===== src/rtl/serial_loop_router.sv =====
module serial_loop_router #(
  parameter int REL_CYCLES = 3
) (
  input  logic clk,
  input  logic rst_n,
  input  logic chan_rst,
  input  logic cfg_we,
  input  logic cfg_loop,
  input  logic cfg_echo,
  input  logic cfg_reqfn,
  input  logic cfg_dtr,
  input  logic cfg_auto,
  input  logic cfg_sync,
  input  logic tx_ser_i,
  input  logic rxd_i,
  input  logic cts_n_i,
  input  logic dcd_n_i,
  input  logic tx_empty_i,
  input  logic crc_sent_i,
  input  logic ds_n_i,
  input  logic rd_n_i,
  input  logic wr_n_i,
  output logic txd_o,
  output logic rx_ser_o,
  output logic tx_en_o,
  output logic rx_en_o,
  output logic cts_chg_o,
  output logic dcd_chg_o,
  output logic dtr_req_n_o
);
  localparam int CW = $clog2(REL_CYCLES + 1);

  logic loop_q, echo_q, reqfn_q, dtr_q, auto_q, sync_q;
  logic [2:0] cts_p, dcd_p, stb_p;
  logic txe_q, crc_q, req_q;
  logic [CW-1:0] cnt_q;
  logic stb_any, stb_fall, set_req;

  assign stb_any  = ~(ds_n_i & rd_n_i & wr_n_i);
  assign stb_fall = stb_p[1] & ~stb_p[2];
  assign set_req  = (tx_empty_i & ~txe_q) | (sync_q & crc_sent_i & ~crc_q);

  always_ff @(posedge clk or negedge rst_n) begin
    if (!rst_n) begin
      cts_p <= 3'b111;
      dcd_p <= 3'b111;
      stb_p <= 3'b000;
      txe_q <= 1'b0;
      crc_q <= 1'b0;
    end else begin
      cts_p <= {cts_p[1:0], cts_n_i};
      dcd_p <= {dcd_p[1:0], dcd_n_i};
      stb_p <= {stb_p[1:0], stb_any};
      txe_q <= tx_empty_i;
      crc_q <= crc_sent_i;
    end
  end

  always_ff @(posedge clk or negedge rst_n) begin
    if (!rst_n) begin
      {loop_q, echo_q, reqfn_q, dtr_q, auto_q, sync_q} <= '0;
      req_q <= 1'b0;
      cnt_q <= '0;
    end else if (chan_rst) begin
      {loop_q, echo_q, reqfn_q, dtr_q, auto_q, sync_q} <= '0;
      req_q <= 1'b0;
      cnt_q <= '0;
    end else begin
      if (cfg_we)
        {loop_q, echo_q, reqfn_q, dtr_q, auto_q, sync_q} <=
          {cfg_loop, cfg_echo, cfg_reqfn, cfg_dtr, cfg_auto, cfg_sync};
      if (!reqfn_q) begin
        req_q <= 1'b0;
        cnt_q <= '0;
      end else if (set_req) begin
        req_q <= 1'b1;
        cnt_q <= '0;
      end else if (cnt_q != '0) begin
        cnt_q <= cnt_q - 1'b1;
        if (cnt_q == CW'(1)) req_q <= 1'b0;
      end else if (stb_fall && req_q) begin
        cnt_q <= CW'(REL_CYCLES);
      end
    end
  end

  assign txd_o       = echo_q ? rxd_i : tx_ser_i;
  assign rx_ser_o    = loop_q ? tx_ser_i : rxd_i;
  assign tx_en_o     = ~auto_q | loop_q | echo_q | ~cts_p[1];
  assign rx_en_o     = ~auto_q | loop_q | ~dcd_p[1];
  assign cts_chg_o   = cts_p[1] ^ cts_p[2];
  assign dcd_chg_o   = dcd_p[1] ^ dcd_p[2];
  assign dtr_req_n_o = reqfn_q ? ~req_q : ~dtr_q;

  assert_chanrst_clears_R10: assert property (@(posedge clk) disable iff (!rst_n)
    chan_rst |=> (!loop_q && !echo_q && !reqfn_q && dtr_req_n_o));

  assert_loop_enables_R2: assert property (@(posedge clk) disable iff (!rst_n)
    loop_q |-> (tx_en_o && rx_en_o));

  assert_echo_txd_R4: assert property (@(posedge clk) disable iff (!rst_n)
    (echo_q && !loop_q) |-> (txd_o == rxd_i && rx_ser_o == rxd_i));

  assert_loop_rx_R5: assert property (@(posedge clk) disable iff (!rst_n)
    loop_q |-> (rx_ser_o == tx_ser_i));

  assert_cts_pulse_R3: assert property (@(posedge clk) disable iff (!rst_n)
    (cts_chg_o && $stable(cts_n_i)) |=> !cts_chg_o);

  assert_req_set_R8: assert property (@(posedge clk) disable iff (!rst_n)
    (reqfn_q && !chan_rst && tx_empty_i && !txe_q) |=> !dtr_req_n_o);

  assert_req_hold_R9: assert property (@(posedge clk) disable iff (!rst_n)
    (reqfn_q && req_q && cnt_q == '0 && !stb_fall && !chan_rst) |=> req_q);

  assert_release_count_R9: assert property (@(posedge clk) disable iff (!rst_n)
    ($fell(req_q) && $past(reqfn_q) && !$past(chan_rst)) |-> ($past(cnt_q) == CW'(1)));
endmodule


===== config.mk =====
export PLATFORM = sky130hd
export DESIGN_NAME = serial_loop_router
export DESIGN_NICKNAME = d
export VERILOG_FILES = /design/src/rtl/serial_loop_router.sv
export SDC_FILE = /design/constraint.sdc
export NUM_CORES = 1
export LEC_CHECK = 0
export ABC_CLOCK_PERIOD_IN_PS = 2600
export BUFFER_PORTS_ARGS = -buffer_cell sky130_fd_sc_hd__buf_2
export CAP_MARGIN = 10
export CORE_MARGIN = 2
export CORE_UTILIZATION = 51
export DETAILED_ROUTE_END_ITERATION = 16
export PLACE_DENSITY = 0.8
export SLEW_MARGIN = 20
export SYNTH_ARGS = -nofsm -noshare
export SYNTH_HDL_FRONTEND = slang
export SYNTH_SLANG_ARGS = --single-unit

===== constraint.sdc =====
create_clock -name clk -period 2.6 [get_ports clk]
set_input_delay 0.52 -clock clk [delete_from_list [all_inputs] [get_ports clk]]
set_output_delay 0.52 -clock clk [all_outputs]
set_load 0.02 [all_outputs]

==> key figures, run 1 <==
Run status
  – Outcome: completed

Route
  – DRC Markers: 0
  – Total Wirelength: 1360 µm
  – Met3 WL post-DR: 44 µm
  – Wirelength per Cell: 13.0 µm
  – Routed Antenna Nets: 0
  – DRT Pass-1 Iters: 3
  – DRT met1 WL: 565 µm
  – Top sig layer: met4
  – DRT iter0 DRCs: 3
  – Via Count: 536
  – Met2 routed WL: 691 µm
  – Via/cell ratio: 5.10

Clock tree
  – CTS tree: yes
  – Cts hold-fix bufs: 0
  – Root Buffer: clkbuf_4
  – Count of clock tree sinks: 20
  – Clk pin slew, worst setup/hold paths: 0.11 ns
  – CTS Buf Count: 3
  – CTS max path bufs: 2
  – Htree depth: 1
  – # resized after CTS: 0
  – Skew-Pair Late Insertion Delay: 0.30 ns
  – Post-CTS Setup Repair Bufs: 0

Setup path
  – Crit Path Max Fanout: 3
  – Worst R2R Start: cnt_q[0]
  – Nature of the critical path endpoint: primary output
  – Capturing point of the worst reg2reg path: cnt_q[1]
  – CP Data Required Time: 2.08 ns
  – Setup slack, reg-to-reg: 1.35 ns
  – Critical Path Start Type: flip-flop
  – Kind of critical path: reg -> out
  – Worst-case reg-to-reg path depth: 5
  – CP arrival: 1.18 ns

Die
  – Die Wd: 44.1 µm
  – Die ar.: 1940 µm²
  – Die H: 44.1 µm
  – Io pins: 26
  – Initial cell density of the core: 54.4%
  – FP Rows: 14
  – CORE AREA: 1510 µm²

Yosys
  – Asr flop ratio synth: 100%
  – Post-synth EDFFs: 0
  – Yosys cell types: 22
  – Top FF cell, synth: dfrtp_1
  – Top-count cell post-synth: dfrtp_1
  – Post-Syn Nets: 82
  – Synth top area share: 42.7%
  – Synth Cell Area: 820 µm²
  – Mean Syn Cell Area: 13.4 µm²
  – Top cells by area, synth: dfrtp_1, dfstp_2, mux2i_1, nor2_1, ha_1
  – Synthesized instance count: 61
  – Area leader, netlist: dfrtp_1
  – Ys Warns: 0
  – FF+latch count, synth: 20
  – Post-synthesis sequential area ratio: 62.0%
  – Post-synth top cells: dfrtp_1, nor2_1, mux2i_1

Timing
  – Final Max Tran Viols: 0
  – Setup TNS Final: 0 ns
  – Layout Skew: 0.000755 ns
  – Setup violators final: 0
  – Max Freq: 588 MHz
  – Slew margin rel.: 72.4%
  – Worst slew pin tran: 0.415 ns
  – Minimum clock period: 1.70 ns
  – RSZ-0062 raised after global routing: no
  – Setup ws final: 0.900 ns
  – Final Hold Vio Count: 0
  – Crit share post-route: 65.4%

Final layout
  – # fillers: 123
  – N_diodes: 0
  – Layout cells sized above 1: 46.1%
  – Area Growth Syn to Fin: 21.5%
  – Nets: 111

Pwr
  – Comb pwr share: 10.7%
  – Clock power frac: 31.0%
  – Sequential fraction of design power: 58.3%
  – Sw Ratio: 23.2%
  – VDD IR-drop max: 337 µV
  – Net Switching: 134 µW
  – Power per cell area: 578 nW/µm²
  – Total power: 576 µW
  – Internal power: 442 µW
  – Pleak: 0.000485 µW

GRT
  – Initial antenna violation count: 0
  – Total gr overflow: 0
  – Largest net degree at the start of global routing: 21
  – Total Routing Usage GR: 17.7%
  – Vias in the first global route: 509
  – First-pass GRT wire length: 2260 µm

Flow run
  – Max-Cap Viols: 0

Worst hold path
  – HP Class: in -> async

Placed design
  – DP Worst Slack: 1.05 ns
  – I/O Buffers: 25
  – Post-DP HPWL: 1030 µm
  – GP Congestion: 0.736
[kinds of logic after synthesis]
kind of cell,synth area share (%)
compound gates,3.51
fa+ha+maj,3.05
buf+inv,2.44
xor+xnor,2.14
mux,11.3
flops,62.0
simple gates,15.6
[power groups by stage]
stage | clock (µW) | sequential, µW | combinational, µW
2_1_floorplan | 0 | 340 | 33.1
3_3_place_gp | 0 | 341 | 61.1
3_5_place_dp | 0 | 342 | 62.4
4_1_cts | 184 | 336 | 62.6
5_1_grt | 194 | 338 | 67.8
6_report | 179 | 336 | 61.4
[state kept, by name (all words and copies together), names as in the netlist]
signal and flops:
cts_p 3, dcd_p 3, stb_p 3, cnt_q 2, auto_q 1, crc_q 1
dtr_q 1, echo_q 1, loop_q 1, req_q 1, reqfn_q 1, sync_q 1
txe_q 1
[worst max path at each step]
| stage | start | endpoint | slack [ns] | depth (start not counted) |
|---|---|---|---|---|
| 2_1_floorplan | cts_p[1] | cts_chg_o | 1.20 | 1 |
| 3_3_place_gp | rxd_i | txd_o | 1.06 | 3 |
| 5_1_grt | loop_q | tx_en_o | 0.84 | 3 |
| 3_5_place_dp | rxd_i | txd_o | 1.05 | 3 |
| 6_report | echo_q | txd_o | 0.90 | 2 |
| 4_1_cts | cts_p[1] | cts_chg_o | 0.88 | 2 |
[stage by stage]
stage               hold slack [ns]  cell area, µm²  std cells  utilization, %
global route                  0.150             996        105            66.1
floorplan                     0.224             820         61               -
finish                        0.131             996        105            66.1
global placement              0.332             960        101            63.7
detailed placement            0.346             960        101            63.7
CTS                           0.140             996        105            66.1
[worst max-delay path, cell delays in order, from the launching register on]
cell and delay (ns):
dfrtp_1 0.39, mux2_2 0.33, buf_2 0.16
[layer usage]
layer	vias to the layer above	GRT usage (%)
li1	260	-
met3	5	3.67
met1	259	20.9
met5	-	0
met2	12	26.8
met4	0	16.4
[final cells by class]
type	instances	area (µm²)	area share [%]
clock buffer	4	36.3	3.64
multi-input combinational	36	292	29.3
inverter	4	15.0	1.51
tap	16	20.0	2.01
sequential	20	508	51.0
timing repair buffer	25	125	12.6
[cells in the final DEF, fill, tap and decap left out]
| cell type | netlist | routed |
|---|---|---|
| mux2i_1 | 7 | 7 |
| xor2_1 | 2 | 2 |
| nand2_1 | 1 | 1 |
| a211oi_2 | 1 | 1 |
| ha_1 | 2 | 2 |
| dfrtp_1 | 14 | 14 |
| inv_1 | 4 | 4 |
| nand2b_4 | 1 | 1 |
| nand3b_4 | 1 | 1 |
| dfstp_2 | 6 | 6 |
| nor2b_1 | 1 | 1 |
| clkbuf_8 | 0 | 1 |
| nand3_1 | 1 | 1 |
| or2b_1 | 1 | 1 |
| a31oi_1 | 1 | 1 |
| nor2_1 | 8 | 8 |
| buf_2 | 1 | 25 |
| nand3b_1 | 2 | 2 |
| nor3b_2 | 1 | 1 |
| clkbuf_4 | 0 | 3 |
| and3b_1 | 1 | 1 |
| nor3_1 | 1 | 1 |
| o21ai_0 | 2 | 2 |
| mux2_2 | 2 | 2 |
Power figures use the tool's default switching activity.
==> inputs of run 2 (changes only) <==
- ABC_AREA: default -> 1
- ABC_CLOCK_PERIOD_IN_PS: 2600 -> 1600
- CORE_UTILIZATION: 51 -> 48
- PLACE_DENSITY: 0.8 -> 0.76
- clock period: 2.6 -> 1.6 ns (I/O delays scaled with it)
==> run 2 against run 1 <==
  * Design area grew 2.1%
  * Via count up 18%
  * Hold slack worse by 0.015 ns
  * Non-clock buffer count rose by 1
  * Utilization is 5.2 points lower
  * Worst setup slack got worse by 0.77 ns
  * First-iteration DRC count rose to 4.3 times the previous value
  * Sequential share of layout area fell by 1.1 points
  * Critical path type unchanged
  * Critical endpoint is now cts_chg_o
  * Largest cell class unchanged
==> key figures, run 2 <==
Setup path
  – Worst-case reg-to-reg path depth: 5 (unchanged)
  – Critical path origin: cts_p[1]
  – Setup slack, reg-to-reg: 0.52 ns (-0.83 ns)
  – Worst R2R Start: cnt_q[0]
  – Capturing point of the worst reg2reg path: cnt_q[0]
  – Critical Path Start Type: flip-flop
  – CP Data Required Time: 1.28 ns (-0.80 ns)
  – Kind of critical path: reg -> out
  – Crit Path Max Fanout: 3 (unchanged)
  – Nature of the critical path endpoint: primary output
  – Crit path capture: cts_chg_o
  – CP arrival: 1.15 ns (-0.03 ns)

Final layout
  – Largest registers: cts_p x3, dcd_p x3, stb_p x3
  – Commonest non-fill, non-tap cell in the layout: buf_2
  – Layout cells sized above 1: 38.1% (-8.0 points)
  – Most frequent cells in the layout: buf_2, dfrtp_1, inv_1
  – N_diodes: 0 (unchanged)
  – Final Instance Area: 1020 µm² (+2.1%)
  – Area Growth Syn to Fin: 21.9%
  – Nets: 135 (+22%)
  – Fin cells: 130 (+24%)

Die
  – Initial cell density of the core: 50.0% (-4.4 points)
  – Die ar.: 2090 µm² (+7.4%)
  – Io pins: 26 (unchanged)
  – FP Rows: 15 (+1)
  – Die Wd: 45.7 µm (+3.7%)
  – CORE AREA: 1670 µm² (+11%)
  – Die H: 45.7 µm (+3.7%)

Yosys
  – Post-synth EDFFs: 0 (unchanged)
  – Area leader, netlist: dfrtp_1
  – Synthesized instance count: 83 (+36%)
  – Mean Syn Cell Area: 10.1 µm² (-25%)
  – Asr flop ratio synth: 100% (unchanged)
  – Top FF cell, synth: dfrtp_1
  – Post-synth top cells: dfrtp_1, inv_1, nand2_1, nand3_1, nor2_1
  – Ys Warns: 0 (unchanged)
  – FF+latch count, synth: 20 (unchanged)
  – Synth Cell Area: 835 µm² (+1.8%)
  – Post-Syn Nets: 104 (+27%)
  – Top cells by area, synth: dfrtp_1, dfstp_2, nand3_1, o21ai_2, inv_1
  – Post-synthesis sequential area ratio: 60.9% (-1.1 points)
  – Yosys cell types: 16 (-27%)
  – Synth top area share: 42.0% (-0.77 points)
  – Top-count cell post-synth: dfrtp_1

GRT
  – Grt met1 use: 20.2% (-0.67 points)
  – Initial antenna violation count: 0 (unchanged)
  – Busiest grt layer: met2
  – Total Routing Usage GR: 16.0% (-1.6 points)
  – Met3 Track Usage GR: 2.78% (-0.90 points)
  – M2 GR Usage: 25.4% (-1.4 points)
  – Largest net degree at the start of global routing: 21 (unchanged)
  – Vias in the first global route: 564 (+11%)
  – First-pass GRT wire length: 2300 µm (+1.8%)
  – Total gr overflow: 0 (unchanged)

Placed design
  – Dpl cell area: 981 µm² (+2.2%)
  – Dpl cells: 125 (+24%)
  – Post-DP HPWL: 1130 µm (+10%)
  – GP Congestion: 0.715 (-2.8%)
  – I/O Buffers: 25 (unchanged)

Pwr
  – Power per cell area: 890 nW/µm² (+54%)
  – Pleak: 0.000506 µW (+4.5%)
  – Sw Ratio: 25.1% (+1.9 points)
  – Clock power frac: 26.6% (-4.4 points)
  – VDD IR-drop max: 592 µV (+76%)
  – Internal power: 678 µW (+53%)
  – Sequential fraction of design power: 60.3% (+2.0 points)
  – Net Switching: 227 µW (+70%)
  – Comb pwr share: 13.1% (+2.4 points)
  – Total power: 906 µW (+57%)

Clock tree
  – Htree depth: 1 (unchanged)
  – Count of clock tree sinks: 20 (unchanged)
  – Skew-Pair Late Insertion Delay: 0.29 ns (about the same)
  – # resized after CTS: 0 (unchanged)
  – Cts hold-fix bufs: 1 (+1)
  – CTS tree: yes
  – Clk pin slew, worst setup/hold paths: 0.11 ns (about the same)
  – Post-CTS Setup Repair Bufs: 0 (unchanged)
  – CTS max path bufs: 2 (unchanged)
  – CTS Buf Count: 3 (unchanged)
  – Root Buffer: clkbuf_4

Worst hold path
  – HP Class: in -> reg
  – Hold-critical path depth: 1

Timing
  – Layout Skew: 0.00105 ns (+0.000297 ns)
  – Final Max Tran Viols: 0 (unchanged)
  – Setup violators final: 0 (unchanged)
  – Final Hold Vio Count: 0 (unchanged)
  – Slew margin rel.: 71.1% (-1.2 points)
  – Minimum clock period: 1.47 ns
  – Setup TNS Final: 0 ns (unchanged)
  – Worst slew pin tran: 0.433 ns (+0.0182 ns)
  – Max Freq: 679 MHz
  – Crit share post-route: 92.0%
  – RSZ-0062 raised after global routing: no

Route
  – Total Wirelength: 1460 µm (+7.1%)
  – Via Count: 633 (+18%)
  – DRT iter0 DRCs: 13 (+10)
  – DRT Pass-1 Iters: 4 (+1)
  – DRC Markers: 0 (unchanged)
  – Wirelength per Cell: 11.2 µm (-14%)
  – Routed Antenna Nets: 0 (unchanged)
  – Via/cell ratio: 4.87 (-4.6%)

Run status
  – Outcome: completed

Flow run
  – Max-Cap Viols: 0 (unchanged)
==> run 2: cell count changes after synthesis, sizes merged, moves of 2 or more <==
cell	before	now
mux2	2	0
nand2	1	12
nand3b	3	1
inv	4	14
o21ai	2	9
nand3	1	12
mux2i	7	0
==> run 2: cell type report <==
class / instances / area (µm²)
well taps: 17 / 21.3
fillers: 154 / 653
multi-input cells: 49 / 274
clock buffers: 4 / 26.3
repair buffers: 26 / 135
inverters: 14 / 52.6
flip-flops and latches: 20 / 508
==> run 2: how the worst min path moves through the flow <==
stage | from | end | slack [ns]
after CTS | cts_n_i | cts_p[0] | 0.11
final | cts_n_i | cts_p[0] | 0.12
after floorplan | rst_n | auto_q | 0.02
after detailed placement | rst_n | loop_q | 0.28
after global placement | rst_n | loop_q | 0.29
after global routing | cts_n_i | cts_p[0] | 0.1
==> run 2: kinds of logic after synthesis <==
logic type / after synthesis / share of synthesized area (%)
AOI/OAI and AO/OA: 10 / 8.69
xor gates and xnor gates: 2 / 2.10
adders and majority gates: 2 / 3.00
buffers and inverters: 14 / 6.30
DFF: 20 / 60.9
and+or+nand+nor: 35 / 19.0
==> run 2: through the flow <==
stage | hold WS (ns) | setup WS, ns | util, %
5_1_grt | 0.0983 | 0.0533 | 60.9
3_5_place_dp | 0.284 | 0.444 | 58.7
3_3_place_gp | 0.285 | 0.460 | 58.7
6_report | 0.115 | 0.128 | 60.9
2_1_floorplan | 0.0244 | 0.389 | -
4_1_cts | 0.109 | 0.111 | 60.9
==> run 2: layer usage <==
layer	part of all wire [%]	wire (µm)
met1	42	610
met2	51	738
met3	6.1	89
met4	1.3	19
met5	0	0
==> run 2: power groups by stage <==
| stage | Sequential [µW] | Combinational (µW) | Clock, µW |
|---|---|---|---|
| 3_3_place_gp | 554 | 116 | 0 |
| 4_1_cts | 547 | 120 | 250 |
| 3_5_place_dp | 556 | 118 | 0 |
| 5_1_grt | 549 | 134 | 268 |
| 2_1_floorplan | 553 | 64.4 | 0 |
| 6_report | 546 | 119 | 241 |
==> run 2: critical path, stage by stage (launching register included) <==
cell	delay [ns]
dfstp_2	0.57
xor2_1	0.12
buf_2	0.17
==> inputs of run 3 (changes only) <==
- SETUP_SLACK_MARGIN: default -> 0.5
==> run 3 against run 2 <==
  * Highest routed layer unchanged
  * Critical endpoint is now dcd_chg_o
  * Cell count up 6.9%
  * Sequential power up 1%
  * First-iteration DRC count down 100%
  * Largest power group unchanged
==> key figures, run 3 (same netlist as run 2, synthesis figures left out) <==
Flow run
  – Max-Cap Viols: 0 (unchanged)

Worst hold path
  – HP Class: in -> reg
  – Hold-critical path depth: 1 (unchanged)
  – Hold path endpoint: cts_p[0]
  – Worst hold start: cts_n_i

Final layout
  – Layout Utilization: 72.7% (+12 points)
  – Commonest non-fill, non-tap cell in the layout: buf_2
  – Largest registers: cts_p x3, dcd_p x3, stb_p x3
  – Area Growth Syn to Fin: 45.4%
  – Layout cells sized above 1: 54.9% (+17 points)
  – N_diodes: 0 (unchanged)
  – Nets: 144 (+6.7%)
  – Most frequent cells in the layout: buf_2, dfrtp_1, buf_4

GRT
  – First-pass GRT wire length: 2550 µm (+11%)
  – Vias in the first global route: 645 (+14%)
  – Total Routing Usage GR: 17.8% (+1.8 points)
  – Largest net degree at the start of global routing: 21 (unchanged)
  – Initial antenna violation count: 0 (unchanged)
  – Total gr overflow: 0 (unchanged)

Route
  – Via/cell ratio: 4.86 (-0.27%)
  – DRC Markers: 0 (unchanged)
  – DRT iter0 DRCs: 0 (-13)
  – DRT Pass-1 Iters: 1 (-3)
  – Via Count: 675 (+6.6%)
  – Routed Antenna Nets: 0 (unchanged)
  – Total Wirelength: 1650 µm (+14%)
  – Wirelength per Cell: 11.9 µm (+6.2%)

Setup path
  – Worst R2R Start: cnt_q[1]
  – Critical Path Start Type: flip-flop
  – Worst-case reg-to-reg path depth: 6 (+1)
  – Capturing point of the worst reg2reg path: cnt_q[1]
  – CP arrival: 1.20 ns (+0.05 ns)
  – Setup slack, reg-to-reg: 0.54 ns (+0.02 ns)
  – Kind of critical path: reg -> out
  – CP Data Required Time: 1.28 ns (about the same)
  – Crit Path Max Fanout: 3 (unchanged)
  – Nature of the critical path endpoint: primary output

Timing
  – Setup violators final: 0 (unchanged)
  – Final Max Tran Viols: 0 (unchanged)
  – Max Freq: 657 MHz (-3.3%)
  – Worst slew pin tran: 0.416 ns (-0.0170 ns)
  – Final Hold Vio Count: 0 (unchanged)
  – Setup TNS Final: 0 ns (unchanged)
  – Layout Skew: 0.00456 ns (+0.00351 ns)
  – Setup ws final: 0.0773 ns (-0.0502 ns)
  – Minimum clock period: 1.52 ns (+0.0502 ns)
  – Crit share post-route: 95.2% (+3.1 points)
  – RSZ-0062 raised after global routing: yes
  – Slew margin rel.: 72.3% (+1.1 points)

Die
  – CORE AREA: 1670 µm² (unchanged)
  – Die ar.: 2090 µm² (unchanged)
  – Initial cell density of the core: 50.0% (unchanged)
  – Die Wd: 45.7 µm (unchanged)
  – FP Rows: 15 (unchanged)
  – Die H: 45.7 µm (unchanged)
  – Io pins: 26 (unchanged)

Pwr
  – Total power: 1120 µW (+24%)
  – Sw Ratio: 22.5% (-2.6 points)
  – Comb pwr share: 14.6% (+1.5 points)
  – Pleak: 0.000586 µW (+16%)
  – Clock power frac: 36.0% (+9.4 points)
  – VDD IR-drop max: 565 µV (-4.6%)
  – Net Switching: 252 µW (+11%)
  – Power per cell area: 922 nW/µm² (+3.6%)
  – Sequential fraction of design power: 49.5% (-11 points)
  – Internal power: 868 µW (+28%)

Placed design
  – Post-DP HPWL: 1130 µm (-0.35%)
  – GP Congestion: 0.698 (-2.3%)
  – DP Worst Slack: 0.401 ns (-0.0431 ns)
  – I/O Buffers: 25 (unchanged)

Clock tree
  – Htree depth: 1 (unchanged)
  – Clk pin slew, worst setup/hold paths: 0.10 ns (about the same)
  – CTS Buf Count: 3 (unchanged)
  – CTS tree: yes
  – Root Buffer: clkbuf_4
  – CTS max path bufs: 2 (unchanged)
  – Skew-Pair Late Insertion Delay: 0.30 ns (about the same)
  – Count of clock tree sinks: 20 (unchanged)

Run status
  – Outcome: completed
==> run 3: changes by cell type in the layout (fill, tap and decap cells not counted), sizes merged <==
| cell | before | now |
|---|---|---|
| buf | 25 | 34 |
| bufinv | 0 | 1 |
| clkbuf | 4 | 3 |
==> run 3: critical path, stage by stage, from the launching register on <==
cell,delay (ns)
dfstp_2,0.61
xor2_4,0.16
buf_6,0.14
==> run 3: routing by layer <==
metal  track usage [%]  up-vias  wire length (µm)
met4              8.00        0                29
li1                  -      339                 -
met3              6.35        4               103
met2              31.3       26               891
met1              19.1      306               629
met5                 0        -                 0
==> run 3: worst max path at each step <==
stage | start | to | slack, ns
after global routing | dcd_p[1] | dcd_chg_o | 0.02
after CTS | cts_p[1] | cts_chg_o | 0.08
after global placement | cts_p[1] | cts_chg_o | 0.42
after detailed placement | dcd_p[1] | dcd_chg_o | 0.40
after floorplan | cts_p[1] | cts_chg_o | 0.50
final | dcd_p[1] | dcd_chg_o | 0.08
==> run 3: what timing repair did <==
action | in CTS | in global routing
hold endpoints to repair | 14 | 0
buffers inserted | 4 | 5
setup endpoints to repair | 7 | 10
resized for setup | 14 | 10
pin swaps | 4 | 7
hold buffers | 1 | 0
==> run 3: per-stage QoR <==
stage / hold slack [ns] / area, µm² / cells
3_5_place_dp: 0.277 / 1020 / 125
3_3_place_gp: 0.282 / 1020 / 125
6_report: 0.108 / 1210 / 139
4_1_cts: 0.0904 / 1140 / 134
5_1_grt: 0.0798 / 1210 / 139
2_1_floorplan: 0.0244 / 872 / 83
==> run 3: power groups by stage <==
stage / logic [µW] / clock network (µW) / registers [µW]
finish: 163 / 403 / 554
floorplan: 70.3 / 0 / 558
global placement: 121 / 0 / 560
global route: 179 / 439 / 557
detailed placement: 124 / 0 / 562
CTS: 149 / 418 / 553
==> run 3: area by class of cell <==
class	count	area, µm²
clock buffers	3	22.5
clock inverters	1	30.0
fillers	115	457
inverters	14	52.6
multi-input cells	49	344
flip-flops and latches	20	508
well taps	17	21.3
repair buffers	35	235
